--- src/rtl/uart_regctl_pkg.sv ---
package uart_regctl_pkg;
   localparam int OFS_W = 6;

   localparam logic [OFS_W-1:0] OFS_MODE = 6'h00;
   localparam logic [OFS_W-1:0] OFS_STAT = 6'h04;
   localparam logic [OFS_W-1:0] OFS_CMD  = 6'h08;
   localparam logic [OFS_W-1:0] OFS_DATA = 6'h0C;
   localparam logic [OFS_W-1:0] OFS_AUX  = 6'h10;
   localparam logic [OFS_W-1:0] OFS_INT  = 6'h14;
   localparam logic [OFS_W-1:0] OFS_DVH  = 6'h18;
   localparam logic [OFS_W-1:0] OFS_DVL  = 6'h1C;

   typedef enum logic [2:0] {
      MISC_NOP     = 3'd0,
      MISC_PTR_RST = 3'd1,
      MISC_RX_RST  = 3'd2,
      MISC_TX_RST  = 3'd3,
      MISC_ERR_RST = 3'd4,
      MISC_BRK_CLR = 3'd5,
      MISC_BRK_ON  = 3'd6,
      MISC_BRK_OFF = 3'd7
   } misc_e;

   typedef enum logic [1:0] {
      DIR_NOP = 2'd0,
      DIR_EN  = 2'd1,
      DIR_DIS = 2'd2,
      DIR_RSV = 2'd3
   } dir_e;

   typedef struct packed {
      misc_e misc;
      dir_e  tx;
      dir_e  rx;
   } cmd_t;
endpackage

--- src/rtl/uart_cmd_dec.sv ---
module uart_cmd_dec
   import uart_regctl_pkg::*;
(
   input  logic [7:0] cmd_byte,
   output cmd_t       cmd
);
   always_comb begin
      cmd.misc = misc_e'(cmd_byte[6:4]);
      cmd.tx   = dir_e'(cmd_byte[3:2]);
      cmd.rx   = dir_e'(cmd_byte[1:0]);
   end
endmodule

--- src/rtl/uart_rxq.sv ---
module uart_rxq #(
   parameter int DEPTH  = 4,
   parameter int DATA_W = 8,
   localparam int CNT_W = $clog2(DEPTH + 1)
) (
   input  logic              clk,
   input  logic              rst_n,
   input  logic              flush,
   input  logic              push,
   input  logic [DATA_W-1:0] din,
   input  logic              pop,
   output logic [DATA_W-1:0] head,
   output logic              not_empty,
   output logic              full
);
   generate
      if (DEPTH < 2) begin : g_bad_depth
         $error("uart_rxq: DEPTH must be at least 2");
      end
   endgenerate

   logic [DATA_W-1:0] ent   [DEPTH];
   logic [DATA_W-1:0] ent_d [DEPTH];
   logic [CNT_W-1:0]  cnt, cnt_d, after_pop, widx;
   logic              pop_ok;

   assign not_empty = (cnt != '0);
   assign full      = (cnt == CNT_W'(DEPTH));
   assign head      = not_empty ? ent[0] : '0;
   assign pop_ok    = pop && not_empty;

   always_comb begin
      after_pop = cnt - CNT_W'(pop_ok);
      widx      = (after_pop == CNT_W'(DEPTH)) ? CNT_W'(DEPTH - 1) : after_pop;
      for (int i = 0; i < DEPTH; i++) begin
         if (pop_ok)
            ent_d[i] = (i < DEPTH - 1) ? ent[(i < DEPTH - 1) ? i + 1 : i] : '0;
         else
            ent_d[i] = ent[i];
         if (push && (widx == CNT_W'(i)))
            ent_d[i] = din;
      end
      if (flush)
         cnt_d = '0;
      else if (push && (after_pop != CNT_W'(DEPTH)))
         cnt_d = after_pop + 1'b1;
      else
         cnt_d = after_pop;
   end

   always_ff @(posedge clk) begin
      if (!rst_n) begin
         cnt <= '0;
         for (int i = 0; i < DEPTH; i++) ent[i] <= '0;
      end else begin
         cnt <= cnt_d;
         for (int i = 0; i < DEPTH; i++) ent[i] <= ent_d[i];
      end
   end

   AST_NO_OVERFLOW: assert property (@(posedge clk) disable iff (!rst_n)
      cnt <= CNT_W'(DEPTH));
   AST_POP_SHRINKS: assert property (@(posedge clk) disable iff (!rst_n)
      (pop && !push && !flush && not_empty) |=> (cnt == $past(cnt) - 1'b1));
   AST_FLUSH_EMPTIES: assert property (@(posedge clk) disable iff (!rst_n)
      flush |=> !not_empty);
endmodule

--- src/rtl/uart_regctl.sv ---
module uart_regctl
   import uart_regctl_pkg::*;
#(
   parameter int         ADDR_W   = 8,
   parameter int         RX_DEPTH = 4,
   parameter logic [7:0] DIV_HI   = 8'h02,
   parameter logic [7:0] DIV_LO   = 8'h8B
) (
   input  logic              clk,
   input  logic              rst_n,
   input  logic              bus_sel,
   input  logic              bus_wr,
   input  logic [ADDR_W-1:0] bus_addr,
   input  logic [7:0]        bus_wdata,
   output logic [7:0]        bus_rdata,
   input  logic              rx_push,
   input  logic [7:0]        rx_byte,
   input  logic              rx_break,
   output logic              rx_accept,
   output logic              tx_valid,
   output logic [7:0]        tx_data,
   output logic              irq
);
   generate
      if (ADDR_W < OFS_W) begin : g_bad_addr
         $error("uart_regctl: ADDR_W must cover the 64-byte window");
      end
   endgenerate

   logic [OFS_W-1:0] ofs;
   logic             wr_stb, rd_stb;
   assign ofs    = bus_addr[OFS_W-1:0];
   assign wr_stb = bus_sel && bus_wr;
   assign rd_stb = bus_sel && !bus_wr;

   logic [7:0] mode [2];
   logic       ptr, tx_en, rx_en, tx_emp, brk_flg;
   logic [7:0] tx_buf, imr;

   logic       ptr_d, tx_en_d, rx_en_d, tx_emp_d, emit, flush, brk_clr;
   logic [7:0] tx_buf_d, imr_d;
   cmd_t       cmd;

   uart_cmd_dec u_dec (.cmd_byte(bus_wdata), .cmd(cmd));

   logic       q_ne, q_full, q_push, q_pop;
   logic [7:0] q_head, q_din;

   assign rx_accept = rx_en && !q_full;
   assign q_push    = (rx_push && rx_accept) || rx_break;
   assign q_din     = rx_break ? 8'h00 : rx_byte;
   assign q_pop     = rd_stb && (ofs == OFS_DATA);

   uart_rxq #(.DEPTH(RX_DEPTH), .DATA_W(8)) u_rxq (
      .clk(clk), .rst_n(rst_n), .flush(flush), .push(q_push), .din(q_din),
      .pop(q_pop), .head(q_head), .not_empty(q_ne), .full(q_full)
   );

   always_comb begin
      ptr_d    = ptr;
      tx_en_d  = tx_en;
      rx_en_d  = rx_en;
      tx_emp_d = tx_emp;
      tx_buf_d = tx_buf;
      imr_d    = imr;
      emit     = 1'b0;
      flush    = 1'b0;
      brk_clr  = 1'b0;
      if (wr_stb) begin
         case (ofs)
            OFS_MODE: ptr_d = 1'b1;
            OFS_CMD: begin
               case (cmd.misc)
                  MISC_PTR_RST: ptr_d = 1'b0;
                  MISC_RX_RST: begin rx_en_d = 1'b0; flush = 1'b1; end
                  MISC_TX_RST: begin tx_en_d = 1'b0; tx_emp_d = 1'b1; end
                  MISC_BRK_CLR: brk_clr = 1'b1;
                  default: ;
               endcase
               case (cmd.tx)
                  DIR_EN: begin
                     tx_en_d = 1'b1;
                     if (!tx_emp_d) begin emit = 1'b1; tx_emp_d = 1'b1; end
                  end
                  DIR_DIS: tx_en_d = 1'b0;
                  default: ;
               endcase
               case (cmd.rx)
                  DIR_EN:  rx_en_d = 1'b1;
                  DIR_DIS: rx_en_d = 1'b0;
                  default: ;
               endcase
            end
            OFS_DATA: begin
               tx_buf_d = bus_wdata;
               if (tx_en) begin emit = 1'b1; tx_emp_d = 1'b1; end
               else tx_emp_d = 1'b0;
            end
            OFS_INT: imr_d = bus_wdata;
            default: ;
         endcase
      end
   end

   always_ff @(posedge clk) begin
      if (!rst_n) begin
         mode[0]  <= '0;
         mode[1]  <= '0;
         ptr      <= 1'b0;
         tx_en    <= 1'b0;
         rx_en    <= 1'b0;
         tx_emp   <= 1'b1;
         tx_buf   <= '0;
         imr      <= '0;
         brk_flg  <= 1'b0;
         tx_valid <= 1'b0;
         tx_data  <= '0;
      end else begin
         if (wr_stb && ofs == OFS_MODE) mode[ptr] <= bus_wdata;
         ptr      <= ptr_d;
         tx_en    <= tx_en_d;
         rx_en    <= rx_en_d;
         tx_emp   <= tx_emp_d;
         tx_buf   <= tx_buf_d;
         imr      <= imr_d;
         if (rx_break)     brk_flg <= 1'b1;
         else if (brk_clr) brk_flg <= 1'b0;
         tx_valid <= emit;
         if (emit) tx_data <= tx_buf_d;
      end
   end

   logic [7:0] stat, isr;
   assign stat = {4'b0000, tx_emp, tx_en, q_full, q_ne};
   assign isr  = {5'b00000, brk_flg, (mode[0][6] ? q_full : q_ne), tx_en};
   assign irq  = |(isr & imr);

   always_comb begin
      case (ofs)
         OFS_MODE: bus_rdata = mode[ptr];
         OFS_STAT: bus_rdata = stat;
         OFS_DATA: bus_rdata = q_head;
         OFS_INT:  bus_rdata = isr;
         OFS_DVH:  bus_rdata = DIV_HI;
         OFS_DVL:  bus_rdata = DIV_LO;
         default:  bus_rdata = 8'h00;
      endcase
   end

   AST_MODE_PTR_ADV: assert property (@(posedge clk) disable iff (!rst_n)
      (wr_stb && ofs == OFS_MODE) |=> ptr);
   AST_EMIT_WHEN_EN: assert property (@(posedge clk) disable iff (!rst_n)
      tx_valid |-> (tx_en && tx_emp));
   AST_EMPTY_HOLDS: assert property (@(posedge clk) disable iff (!rst_n)
      (!tx_emp && !wr_stb) |=> !tx_valid);
   AST_MASK_ZERO: assert property (@(posedge clk) disable iff (!rst_n)
      (wr_stb && ofs == OFS_INT && bus_wdata == 8'h00) |=> !irq);
   AST_BREAK_SETS: assert property (@(posedge clk) disable iff (!rst_n)
      rx_break |=> (isr[2] && q_ne));
endmodule

--- config.mk ---
export PLATFORM = sky130hd
export DESIGN_NAME = uart_regctl
export DESIGN_NICKNAME = d
export VERILOG_FILES = /design/src/rtl/uart_regctl_pkg.sv /design/src/rtl/uart_cmd_dec.sv /design/src/rtl/uart_rxq.sv /design/src/rtl/uart_regctl.sv
export SDC_FILE = /design/constraint.sdc
export NUM_CORES = 1
export LEC_CHECK = 0
export CORE_ASPECT_RATIO = 1.2
export CORE_MARGIN = 1.5
export CORE_UTILIZATION = 60
export CTS_BUF_LIST = sky130_fd_sc_hd__clkbuf_8
export CTS_CLUSTER_SIZE = 20
export DETAILED_ROUTE_END_ITERATION = 6
export DONT_BUFFER_PORTS = 1
export GPL_TIMING_DRIVEN = 1
export PLACE_DENSITY = 0.72
export REMOVE_ABC_BUFFERS = 1
export SETUP_SLACK_MARGIN = 0.1
export SYNTH_ARGS = -nofsm -noshare
export SYNTH_HDL_FRONTEND = slang
export SYNTH_SLANG_ARGS = --single-unit
--- constraint.sdc ---
create_clock -name clk -period 5 [get_ports clk]
set_input_delay 0.75 -clock clk [delete_from_list [all_inputs] [get_ports clk]]
set_output_delay 0.75 -clock clk [all_outputs]
set_load 0.02 [all_outputs]
## Word-level counts from Yosys, hierarchy flattened

Memories as Yosys holds them, arrays and structs flattened. A register that Yosys moved wholly into a read port is not among the register bits.
Cells that the tools add are included.

| operators by class | value |
|---|---|
| multiplexer cells | 54 |
| equal/unequal tests | 21 |
| add/sub/neg operators | 2 |
| bitwise gates (word level) | 6 |
| reduce and logical (&&, ||, !) cells | 31 |

Operators by type and width:

| kind | count |
|---|---|
| $mux W8 | 17 |
| $pmux W8 S6 | 1 |
| $mux W1 | 29 |
| $eq A6 B5 Y1 const B | 3 |
| $reduce_or A8 Y1 | 2 |
| $eq A3 B2 Y1 const B | 4 |
| $eq A6 B4 Y1 const B | 2 |
| $logic_and A1 B1 Y1 | 12 |
| $pmux W1 S2 | 5 |
| $eq A3 B3 Y1 const B | 3 |
| $reduce_and A3 Y1 | 3 |
| $reduce_bool A3 Y1 | 3 |
| $and A3 B8 Y8 | 1 |
| $eq A3 B1 Y1 const B | 2 |
| $eq A6 B3 Y1 const B | 1 |
| $logic_not A6 Y1 | 1 |
| $mux W3 | 2 |
| $reduce_bool A2 Y1 | 3 |
| $eq A2 B1 Y1 const B | 2 |
| $eq A2 B2 Y1 const B | 2 |
| $or A1 B1 Y1 | 4 |
| $reduce_and A2 Y1 | 2 |
| $add A3 B1 Y3 const B | 1 |
| $logic_not A3 Y1 | 1 |
| other kinds (7) | 8 |

| storage, ports and cells | value |
|---|---|
| register bits after elaboration | 33 |
| memory bits (writable) | 48 |
| memories | 2 |
| logic and storage cells | 126 |

Memory list:

| name | depth | bits a word | rd ports | clocked after memory_dff | write ports | line | text |
|---|---|---|---|---|---|---|---|
| u_rxq.ent | 4 | 8 | 4 | 0 | 4 | uart_rxq.sv:22 | `logic [DATA_W-1:0] ent [DEPTH];` |
| mode | 2 | 8 | 2 | 1 | 2 | uart_regctl.sv:36 | `logic [7:0] mode [2];` |

## Depth between registers and ports, before layout

Gate-level depths: netlist of the first run.

| depth | value |
|---|---|
| depth in word-level cells | 11 |
| gate-level depth with buffers | 14 |

## By module

A second synthesis of the first run with hierarchy kept.

| second synthesis, totals | value |
|---|---|
| cell total of the unflattened synthesis | 417 |
| area, all modules | 3985.1 um2 |

By module, submodules not included:

| module | instances | sequential area each (um2) | cells an instance | area an instance (um2) |
|---|---|---|---|---|
| uart_regctl | 1 | 1001.0 | 213 | 2118.3 |
| uart_rxq | 1 | 700.7 | 197 | 1814.2 |
| uart_cmd_dec | 1 | 0.0 | 7 | 52.6 |

## Worst setup path before layout of the first run

OpenSTA, ideal clock, no wires.

| path | value |
|---|---|
| path kind | input to register |
| from | input port bus_addr[1] |
| to | memory u_rxq.ent[1][2] |
| stages on the path | 13 |
| data arrival time | 3.639 ns |
| slack | 1.286 ns |
| library setup time | 0.074 ns |
| cell sequence | or3_1 > clkbuf_2 > or4_1 > buf_2 > clkinv_4 > buf_6 > ha_1 > ha_1 > ha_1 > o2111ai_1 > clkbuf_1 > o21ai_0 > a31oi_1 |

RTL lines:

| item | line | text |
|---|---|---|
| start: declaration | uart_regctl.sv:13 | `input logic [ADDR_W-1:0] bus_addr,` |
| end: declaration | uart_rxq.sv:22 |  |

==> results of run 1 <==
==> registers in the layout (all words and copies together), names as in the netlist, named ones only <==
register	cells
rx_en	1
mode	16
u_rxq.ent	32
tx_buf	8
brk_flg	1
imr	3
tx_en	1
ptr	1
tx_data	8
tx_valid	1
u_rxq.cnt	3
tx_emp	1
==> final timing paths <==
check | end | slack, ps | from
worst max-delay path | u_rxq.ent[3][7] | 1390 | bus_addr[1]
worst min-delay path | u_rxq.ent[1][7] | 470 | u_rxq.ent[2][7]
worst max register to register | u_rxq.ent[3][7] | 1580 | u_rxq.cnt[2]
worst min register to register | u_rxq.ent[1][7] | 470 | u_rxq.ent[2][7]
==> cells by family (layout without fill, tap and decap cells) <==
logic type               count (synthesis)  count (layout)  synth area share (%)
AO/OA/AOI/OAI                          120             120                 19.96
XOR/XNOR                                 3               3                0.6896
adder cells (fa/ha/maj)                  6               6                 1.970
buffers and inverters                   36              31                 4.202
flip-flops                              77              77                 44.65
multiplexers                            23              23                 6.172
AND/OR/NAND/NOR                        164             164                 22.36
==> synthesized netlist by cell type (all sizes together) (12+ instances only) <==
library cell | n | area (µm²)
mux2i | 19 | 190.2
a21oi | 25 | 128.9
nand3 | 12 | 60.06
nand2b | 12 | 75.07
a31oi | 24 | 150.1
clkbuf | 20 | 77.57
nand2 | 60 | 225.2
o21ai | 31 | 155.1
nor2 | 24 | 90.09
edfxtp | 16 | 480.5
dfxtp | 61 | 1221
and2 | 17 | 106.4
==> metrics by stage <==
step / utilization (%) / power [mW]
2_1_floorplan: - / 0.7696
3_3_place_gp: 62.89 / 0.7947
3_5_place_dp: 62.89 / 0.7994
4_1_cts: 66.04 / 1.247
5_1_grt: 66.04 / 1.298
6_report: 66.04 / 1.243
==> routing by layer <==
metal	part of all wire (%)	wire length (µm)	up-vias
met4	2.7	242	0
met1	39	3422	1492
met5	0	0	-
li1	-	-	1547
met3	8.3	741	23
met2	50	4468	124
==> power by group <==
group	internal, mW	switching (mW)	total (mW)	leakage [nW]
clock network	0.228	0.228	0.457	0.102
registers	0.661	0.0171	0.678	0.653
logic	0.0399	0.0677	0.108	0.622
==> critical path, stage by stage <==
cell and delay [ps]:
or3_1 480, or4_1 550, buf_4 260, clkinv_4 200
ha_1 180, ha_1 200, xnor2_1 280, mux2i_1 650
o211ai_1 160, a21oi_1 160
==> final cells by class <==
cell class	instances	area share, %
flip-flops and latches	77	42.31
clock inverters	7	1.680
multi-input cells	316	48.48
well taps	82	2.551
inverters	11	1.151
repair buffers	4	0.7467
clock buffers	9	3.080
==> out/results.txt, run 1 <==
Sink Count -> 77
pin slew with the least headroom to its limit -> 884.5 ps
Max-slew headroom -> 40.71%
largest net degree at the start of global routing -> 43
placed inst area -> 0.003830 mm²
Required @ worst endpoint -> 5280 ps
startpoint type of the worst setup path -> primary input
Register Area -> 0.001702 mm²
post-cts resize count -> 0
Worst-Skew Late Latency -> 360 ps
Post-Syn Area -> 0.003811 mm²
final setup fails -> 0
Filler cells -> 525
maximum VDD drop -> 0.1587 mV
non-filler cells, final -> 506
PD cells -> 309.0 mW/mm²
via density per instance -> 6.296
Slew Limit Fails -> 0
syn_area_per_cell -> 8.884 µm²
CP Max Fanout -> 33
status -> complete, no violations
clock-pin slew on the worst setup and hold paths -> 70 ps
initial antenna violation count -> 0
CP endpoint kind -> flop
layout cells sized above 1 -> 7.547%
Core Area -> 0.006090 mm²
gr busiest metal -> met2
first-pass GRT wire length -> 14.69 mm
synth unique cells -> 56
Area Overhead vs Synth -> 5.516%
GRT overflow -> 0
YS warnings -> 0
Clock Tree Buf Depth -> 2
critical path arrival -> 3890 ps
placed cells -> 490
part of the Yosys area used for sequential elements -> 44.65%
Initial Utilization -> 62.58%
Die H -> 90.31 µm
GRT Util Overall -> 28.02%
WS Path Type -> primary input to flop
clk root buf -> clkbuf_8
Leak Pwr -> 1.378 nW
NumNets Final -> 455
Diodes inserted -> 0
top_reg_cell synth -> dfxtp_1
DIE AREA -> 0.006841 mm²
Hold Path Depth -> 2
RSZ-0062 raised after global routing -> false
commonest non-fill, non-tap cells in the layout -> dfxtp_1 (61), nand2_1 (60), o21ai_0 (28)
Mapped Cells -> 429
Setup Skew -> 11.00 ps
EDFF count, synth -> 16
Max Clock Freq -> 277.2 MHz
H-tree depth -> 3
Iter 0 DRT Violations -> 403
cell row count -> 31
TritonCTS clock tree -> done
detailed-route wire length -> 8.875 mm
CTS buffer count -> 9
Boundary Pins -> 49
grt met3 use -> 8.036%
commonest non-fill, non-tap cell in the layout -> dfxtp_1
number of global-route vias before repair -> 3021
drt drc -> 0
Antenna Nets Post-Route -> 0
Post-CTS Hold Fix Bufs -> 0
Place WS -> 1037 ps
number of max-cap violations -> 0
met2 Use GR -> 44.86%
Die Width -> 75.76 µm
Synth async-reset ratio -> 0%
min-delay worst type -> flop to flop
flops & latches, synth -> 77
minimum clock period -> 3608 ps
final instance area -> 0.004021 mm²
final setup TNS -> 0 ps
area occupied by multi-input gates -> 0.001949 mm²
Routed WL per cell -> 17.54 µm
Final HPWL DP -> 6.344 mm
hold slack final -> 467.6 ps
DR vias -> 3186
worst r2r path cells -> 10
post-CTS setup buffer count -> 0
period utilization -> 72.15%
Final Hold Fails -> 0
Buffers on Ports -> 0
TritonRoute pass-1 iters -> 6
GPL Wtd Cong -> 0.9768
met1 Use GR -> 34.50%
Final Worst Setup Slack -> 1392 ps
(Power assumes the default switching activity.)
==> run 2: changes to the inputs <==
--- a/config.mk
+++ b/config.mk
@@ -7,13 +7,13 @@
 export LEC_CHECK = 0
 export CORE_ASPECT_RATIO = 1.2
 export CORE_MARGIN = 1.5
-export CORE_UTILIZATION = 60
+export CORE_UTILIZATION = 59
 export CTS_BUF_LIST = sky130_fd_sc_hd__clkbuf_8
 export CTS_CLUSTER_SIZE = 20
 export DETAILED_ROUTE_END_ITERATION = 6
 export DONT_BUFFER_PORTS = 1
 export GPL_TIMING_DRIVEN = 1
-export PLACE_DENSITY = 0.72
+export PLACE_DENSITY = 0.74
 export REMOVE_ABC_BUFFERS = 1
 export SETUP_SLACK_MARGIN = 0.1
 export SYNTH_ARGS = -nofsm -noshare
==> constraint.sdc (replaced) <==
create_clock -name clk -period 3.1 [get_ports clk]
set_input_delay 0.465 -clock clk [delete_from_list [all_inputs] [get_ports clk]]
set_output_delay 0.465 -clock clk [all_outputs]
set_load 0.02 [all_outputs]
==> run 2 against run 1 <==
  * Die area up 1.6%
  * Register-to-register slack worse by 1200 ps
  * Clock power up 68%
  * Combinational power up 68%
  * Flip-flop and latch count unchanged
  * Sequential power up 61%
  * Critical path type is now flop to flop
  * Critical endpoint is now u_rxq.cnt[1]
==> out/results.txt, run 2 (synthesized netlist as in run 1, its figures left out) <==
DIE AREA -> 0.006953 mm² (+1.6%)
Initial Utilization -> 62.19% (-0.40 points)
NumNets Final -> 463 (+1.8%)
Post-CTS Hold Fix Bufs -> 0 (unchanged)
Area Overhead vs Synth -> 7.288%
Buffers on Ports -> 0 (unchanged)
Max Clock Freq -> 368.8 MHz
Antenna Nets Post-Route -> 0 (unchanged)
RSZ-0062 raised after global routing -> false
Slew Limit Fails -> 0 (unchanged)
final setup TNS -> 0 ps (unchanged)
maximum VDD drop -> 0.2804 mV (+77%)
Die H -> 91.04 µm (+0.81%)
post-CTS setup buffer count -> 0 (unchanged)
placed cells -> 498 (+1.6%)
CTS buffer count -> 9 (unchanged)
status -> complete, no violations
Crit path largest cell delay -> 560 ps (-90 ps)
Die Width -> 76.37 µm (+0.81%)
Filler cells -> 521 (-0.76%)
Required @ worst endpoint -> 3330 ps (-1950 ps)
H-tree depth -> 3 (unchanged)
Core Area -> 0.006128 mm² (+0.64%)
Hold Path Sink -> tx_emp
number of max-cap violations -> 0 (unchanged)
Largest Register -> u_rxq.ent
initial antenna violation count -> 0 (unchanged)
Sink Count -> 77 (unchanged)
cell row count -> 31 (unchanged)
CP Max Fanout -> 7 (-79%)
Iter 0 DRT Violations -> 292 (-28%)
drt drc -> 0 (unchanged)
Crit path depth -> 9 (-1)
Gate power share -> 8.9% (+0.2 points)
Max-slew headroom -> 52.58% (+12 points)
Final Hold Fails -> 0 (unchanged)
Sw Ratio -> 25.09% (-0.11 points)
total power -> 2.041 mW (+64%)
worst r2r path cells -> 9 (-1)
CP endpoint kind -> flop
GRT overflow -> 0 (unchanged)
CP cell instances -> nor3_1 > or4_1 > clkinv_4 > ha_1 > ha_1 > ha_1 > a211oi_1 > mux2i_1 > nor2_1
layout cells sized above 1 -> 9.491% (+1.9 points)
Reg2Reg Launch Point -> u_rxq.cnt[2]
via density per instance -> 6.177 (-1.9%)
GPL Wtd Cong -> 0.8817 (-9.7%)
Critical R2R Capture -> u_rxq.cnt[1]
Buffers & Inverters on Critical Path -> 1 (-1)
first-pass GRT wire length -> 15.52 mm (+5.6%)
post-cts resize count -> 0 (unchanged)
cell internal pwr -> 1.529 mW (+64%)
Flop pwr share -> 53.5% (-1.1 points)
DR vias -> 3175 (-0.35%)
Worst-Skew Late Latency -> 360 ps (about the same)
R2R Setup Slk -> 390 ps (-1190 ps)
WS Path Type -> flop to flop
GRT Util Overall -> 28.55% (+0.53 points)
minimum clock period -> 2711 ps
HP Start -> rst_n
final instance area -> 0.004089 mm² (+1.7%)
placed inst area -> 0.003890 mm² (+1.6%)
startpoint type of the worst setup path -> flop
most frequent CP cell -> ha_1
min-delay worst type -> primary input to flop
Leak Pwr -> 1.420 nW (+3.0%)
clock-pin slew on the worst setup and hold paths -> 80 ps (about the same)
hold slack final -> 198.1 ps (-269.6 ps)
PD cells -> 499.1 mW/mm² (+62%)
Worst path slowest cell -> or4_1
commonest non-fill, non-tap cells in the layout -> dfxtp_1 (61), nand2_1 (60), o21ai_0 (28)
non-filler cells, final -> 514 (+1.6%)
Sw Pwr -> 0.5121 mW (+64%)
Regs by FF count -> u_rxq.ent: 32 flops, mode: 16 flops
commonest non-fill, non-tap cell in the layout -> dfxtp_1
max FFs per register -> 32 (unchanged)
number of global-route vias before repair -> 3205 (+6.1%)
largest net degree at the start of global routing -> 43 (unchanged)
final setup fails -> 0 (unchanged)
pin slew with the least headroom to its limit -> 707.4 ps (-177.1 ps)
Top delay family on crit path -> simple AND/OR/NAND/NOR gates
clk root buf -> clkbuf_8
TritonRoute pass-1 iters -> 4 (-2)
Final HPWL DP -> 6.472 mm (+2.0%)
Hold Path Depth -> 1 (-1)
Clock Tree Buf Depth -> 2 (unchanged)
clock power share -> 37.6% (+0.8 points)
Routed WL per cell -> 17.89 µm (+2.0%)
Setup Skew -> 9.708 ps (-1.291 ps)
critical path arrival -> 2940 ps (-950 ps)
Boundary Pins -> 49 (unchanged)
detailed-route wire length -> 9.196 mm (+3.6%)
period utilization -> 87.46%
Diodes inserted -> 0 (unchanged)
TritonCTS clock tree -> done
==> run 2: worst max path at each step <==
stage	from	end	slack, ps
3_5_place_dp	bus_addr[1]	u_rxq.cnt[1]	80
5_1_grt	u_rxq.cnt[2]	u_rxq.cnt[1]	190
6_report	u_rxq.cnt[2]	u_rxq.cnt[1]	390
2_1_floorplan	bus_addr[1]	u_rxq.ent[1][0]	-730
3_3_place_gp	bus_addr[1]	u_rxq.cnt[1]	100
4_1_cts	u_rxq.cnt[2]	u_rxq.cnt[1]	390
==> run 2: power groups by stage <==
stage | registers [mW] | logic, mW | clock network, mW
2_1_floorplan | 1.11 | 0.134 | 0
3_3_place_gp | 1.11 | 0.172 | 0
3_5_place_dp | 1.12 | 0.179 | 0
4_1_cts | 1.09 | 0.180 | 0.772
5_1_grt | 1.10 | 0.207 | 0.816
6_report | 1.09 | 0.181 | 0.767
==> run 2: through the flow <==
stage	setup WS, ps	util [%]
floorplan	-734.7	-
global placement	97.21	63.47
detailed placement	75.15	63.47
CTS	392.9	66.72
global route	191.2	66.72
finish	388.8	66.72
==> run 2: final cells by class <==
cell class              instances  area, µm²  share of cell area [%]
inverters                      11      46.29                   1.132
multi-input cells             316       1949                   47.67
clock inverters                 6      61.31                   1.499
well taps                      82      102.6                   2.509
repair buffers                 12      90.09                   2.203
clock buffers                  10      137.6                   3.366
flip-flops and latches         77       1702                   41.62
==> run 2: routing by layer <==
layer	track usage, %	part of all wire, %	vias up
li1	-	-	1556
met2	48.14	49	99
met3	6.332	6.1	35
met4	19.60	4.9	0
met5	0	0	-
met1	31.91	39	1485
==> run 3: changes to the inputs <==
--- a/config.mk
+++ b/config.mk
@@ -7,13 +7,13 @@
 export LEC_CHECK = 0
 export CORE_ASPECT_RATIO = 1.2
 export CORE_MARGIN = 1.5
-export CORE_UTILIZATION = 59
+export CORE_UTILIZATION = 60
 export CTS_BUF_LIST = sky130_fd_sc_hd__clkbuf_8
 export CTS_CLUSTER_SIZE = 20
 export DETAILED_ROUTE_END_ITERATION = 6
 export DONT_BUFFER_PORTS = 1
 export GPL_TIMING_DRIVEN = 1
-export PLACE_DENSITY = 0.74
+export PLACE_DENSITY = 0.72
 export REMOVE_ABC_BUFFERS = 1
 export SETUP_SLACK_MARGIN = 0.1
 export SYNTH_ARGS = -nofsm -noshare
==> constraint.sdc (replaced) <==
create_clock -name clk -period 2.9 [get_ports clk]
set_input_delay 0.435 -clock clk [delete_from_list [all_inputs] [get_ports clk]]
set_output_delay 0.435 -clock clk [all_outputs]
set_load 0.02 [all_outputs]
==> run 3 against run 2 <==
  * Combinational power grew 15%
  * Core utilization increased by 0.75 points
  * Count of clock-buffer cells in the layout decreased by 1
  * Non-clock buffer count increased by 5
  * Worst hold slack got worse by 24 ps
  * Highest routed layer unchanged
==> out/results.txt, run 3 (synthesized netlist as in run 1, its figures left out) <==
Critical R2R Capture -> u_rxq.ent[0][5]
Sink Count -> 77 (unchanged)
largest net degree at the start of global routing -> 43 (unchanged)
maximum VDD drop -> 0.3231 mV (+15%)
Die H -> 90.31 µm (-0.81%)
WS Path Type -> primary input to flop
status -> complete, no violations
minimum clock period -> 2631 ps
Post-CTS Hold Fix Bufs -> 0 (unchanged)
GPL Wtd Cong -> 0.9472 (+7.4%)
RSZ-0062 raised after global routing -> false
Max-slew headroom -> 50.26% (-2.3 points)
DR vias -> 3228 (+1.7%)
Reg2Reg Launch Point -> u_rxq.cnt[1]
clk root buf -> clkbuf_8
final setup TNS -> 0 ps (unchanged)
NumNets Final -> 468 (+1.1%)
number of global-route vias before repair -> 3015 (-5.9%)
startpoint type of the worst setup path -> primary input
post-CTS setup buffer count -> 0 (unchanged)
layout cells sized above 1 -> 11.47% (+2.0 points)
Max Clock Freq -> 380.1 MHz
Clock Tree Buf Depth -> 2 (unchanged)
number of max-cap violations -> 0 (unchanged)
worst r2r path cells -> 10 (+1)
Routed WL per cell -> 17.65 µm (-1.4%)
CP cell instances -> or3_1 > or4_1 > clkinv_4 > ha_1 > ha_1 > xor2_1 > or4_1 > buf_4 > o21ai_0 > a31oi_1
Worst-Skew Late Latency -> 360 ps (about the same)
Largest Register -> u_rxq.ent
min-delay worst type -> primary input to flop
Hold Path Sink -> tx_emp
CP endpoint kind -> flop
Setup Skew -> 8.504 ps (-1.204 ps)
H-tree depth -> 3 (unchanged)
Slew Limit Fails -> 0 (unchanged)
Leak Pwr -> 1.432 nW (+0.82%)
cell row count -> 31 (unchanged)
Hold Path Depth -> 1 (unchanged)
commonest non-fill, non-tap cells in the layout -> nand2_1 (60), dfxtp_1 (60), o21ai_0 (28)
CTS buffer count -> 9 (unchanged)
Area Overhead vs Synth -> 7.814%
pin slew with the least headroom to its limit -> 742.1 ps (+34.71 ps)
Worst path slowest cell -> or4_1
Crit path largest cell delay -> 610 ps (+50 ps)
critical path arrival -> 2870 ps (-70 ps)
GRT overflow -> 0 (unchanged)
Iter 0 DRT Violations -> 247 (-15%)
post-cts resize count -> 0 (unchanged)
GRT Util Overall -> 28.09% (-0.46 points)
Buffers on Ports -> 0 (unchanged)
Antenna Nets Post-Route -> 0 (unchanged)
TritonRoute pass-1 iters -> 4 (unchanged)
Initial Utilization -> 62.58% (+0.40 points)
TritonCTS clock tree -> done
total power -> 2.080 mW (+1.9%)
R2R Setup Slk -> 320 ps (-70 ps)
Boundary Pins -> 49 (unchanged)
max FFs per register -> 32 (unchanged)
first-pass GRT wire length -> 14.69 mm (-5.3%)
Regs by FF count -> u_rxq.ent: 32 flops, mode: 16 flops
period utilization -> 90.71%
CP Max Fanout -> 16 (+9)
drt drc -> 0 (unchanged)
final setup fails -> 0 (unchanged)
PD cells -> 506.3 mW/mm² (+1.4%)
HP Start -> rst_n
Required @ worst endpoint -> 3140 ps (-190 ps)
Filler cells -> 552 (+6.0%)
via density per instance -> 6.232 (+0.88%)
Diodes inserted -> 0 (unchanged)
Core Area -> 0.006090 mm² (-0.63%)
clock-pin slew on the worst setup and hold paths -> 80 ps (about the same)
detailed-route wire length -> 9.142 mm (-0.59%)
Die Width -> 75.76 µm (-0.81%)
Final Hold Fails -> 0 (unchanged)
initial antenna violation count -> 0 (unchanged)
DIE AREA -> 0.006841 mm² (-1.6%)
Final HPWL DP -> 6.404 mm (-1.0%)
## run 3: report_power, final
part | internal (mW) | total [mW] | switching (mW)
Sequential | 1.14 | 1.17 | 0.0278
Clock | 0.306 | 0.705 | 0.399
Combinational | 0.0827 | 0.208 | 0.125
## run 3: critical path: cells and delay by family
family	cells	cell delay (ps)
XOR/XNOR	1	100
adder cells (fa/ha/maj)	2	360
buffers and inverters	2	280
AO/OA/AOI/OAI	2	250
AND/OR/NAND/NOR	3	1450
## run 3: layout make-up
type	instances	area (µm²)	area share, %
multi-input combinational	316	1963	47.78
tap	82	102.6	2.497
sequential	77	1703	41.44
clock inverter	6	38.79	0.9440
timing repair buffer	17	131.4	3.197
clock buffer	9	123.9	3.015
inverter	11	46.29	1.127
## run 3: per-stage QoR
step	utilization, %	std cells	area [µm²]	setup WS (ps)	hold WS (ps)
final	67.47	518	4109	269.3	174.0
after global routing	67.47	518	4109	156.1	167.3
after CTS	67.04	517	4083	222.8	152.9
after detailed placement	64.37	502	3920	-88.53	460.2
after global placement	64.37	502	3920	-26.35	454.9
after floorplan	-	404	3697	-904.7	444.3
## run 3: worst max-delay path by stage
stage                 startpoint              end  cells past startpoint
global placement     bus_addr[1]     u_rxq.cnt[1]                     10
finish               bus_addr[1]  u_rxq.ent[0][5]                     10
floorplan            bus_addr[1]  u_rxq.ent[1][0]                      9
global route         bus_addr[1]  u_rxq.ent[1][1]                     10
CTS                 u_rxq.cnt[1]  u_rxq.ent[1][1]                     10
detailed placement   bus_addr[1]  u_rxq.ent[1][1]                     10
## run 3: routing by layer
metal / track usage [%] / share of wire (%) / up-vias
li1: - / - / 1573
met1: 34.38 / 40 / 1511
met2: 43.91 / 48 / 111
met3: 6.473 / 7.2 / 33
met4: 16.22 / 4.7 / 0
met5: 0 / 0 / -
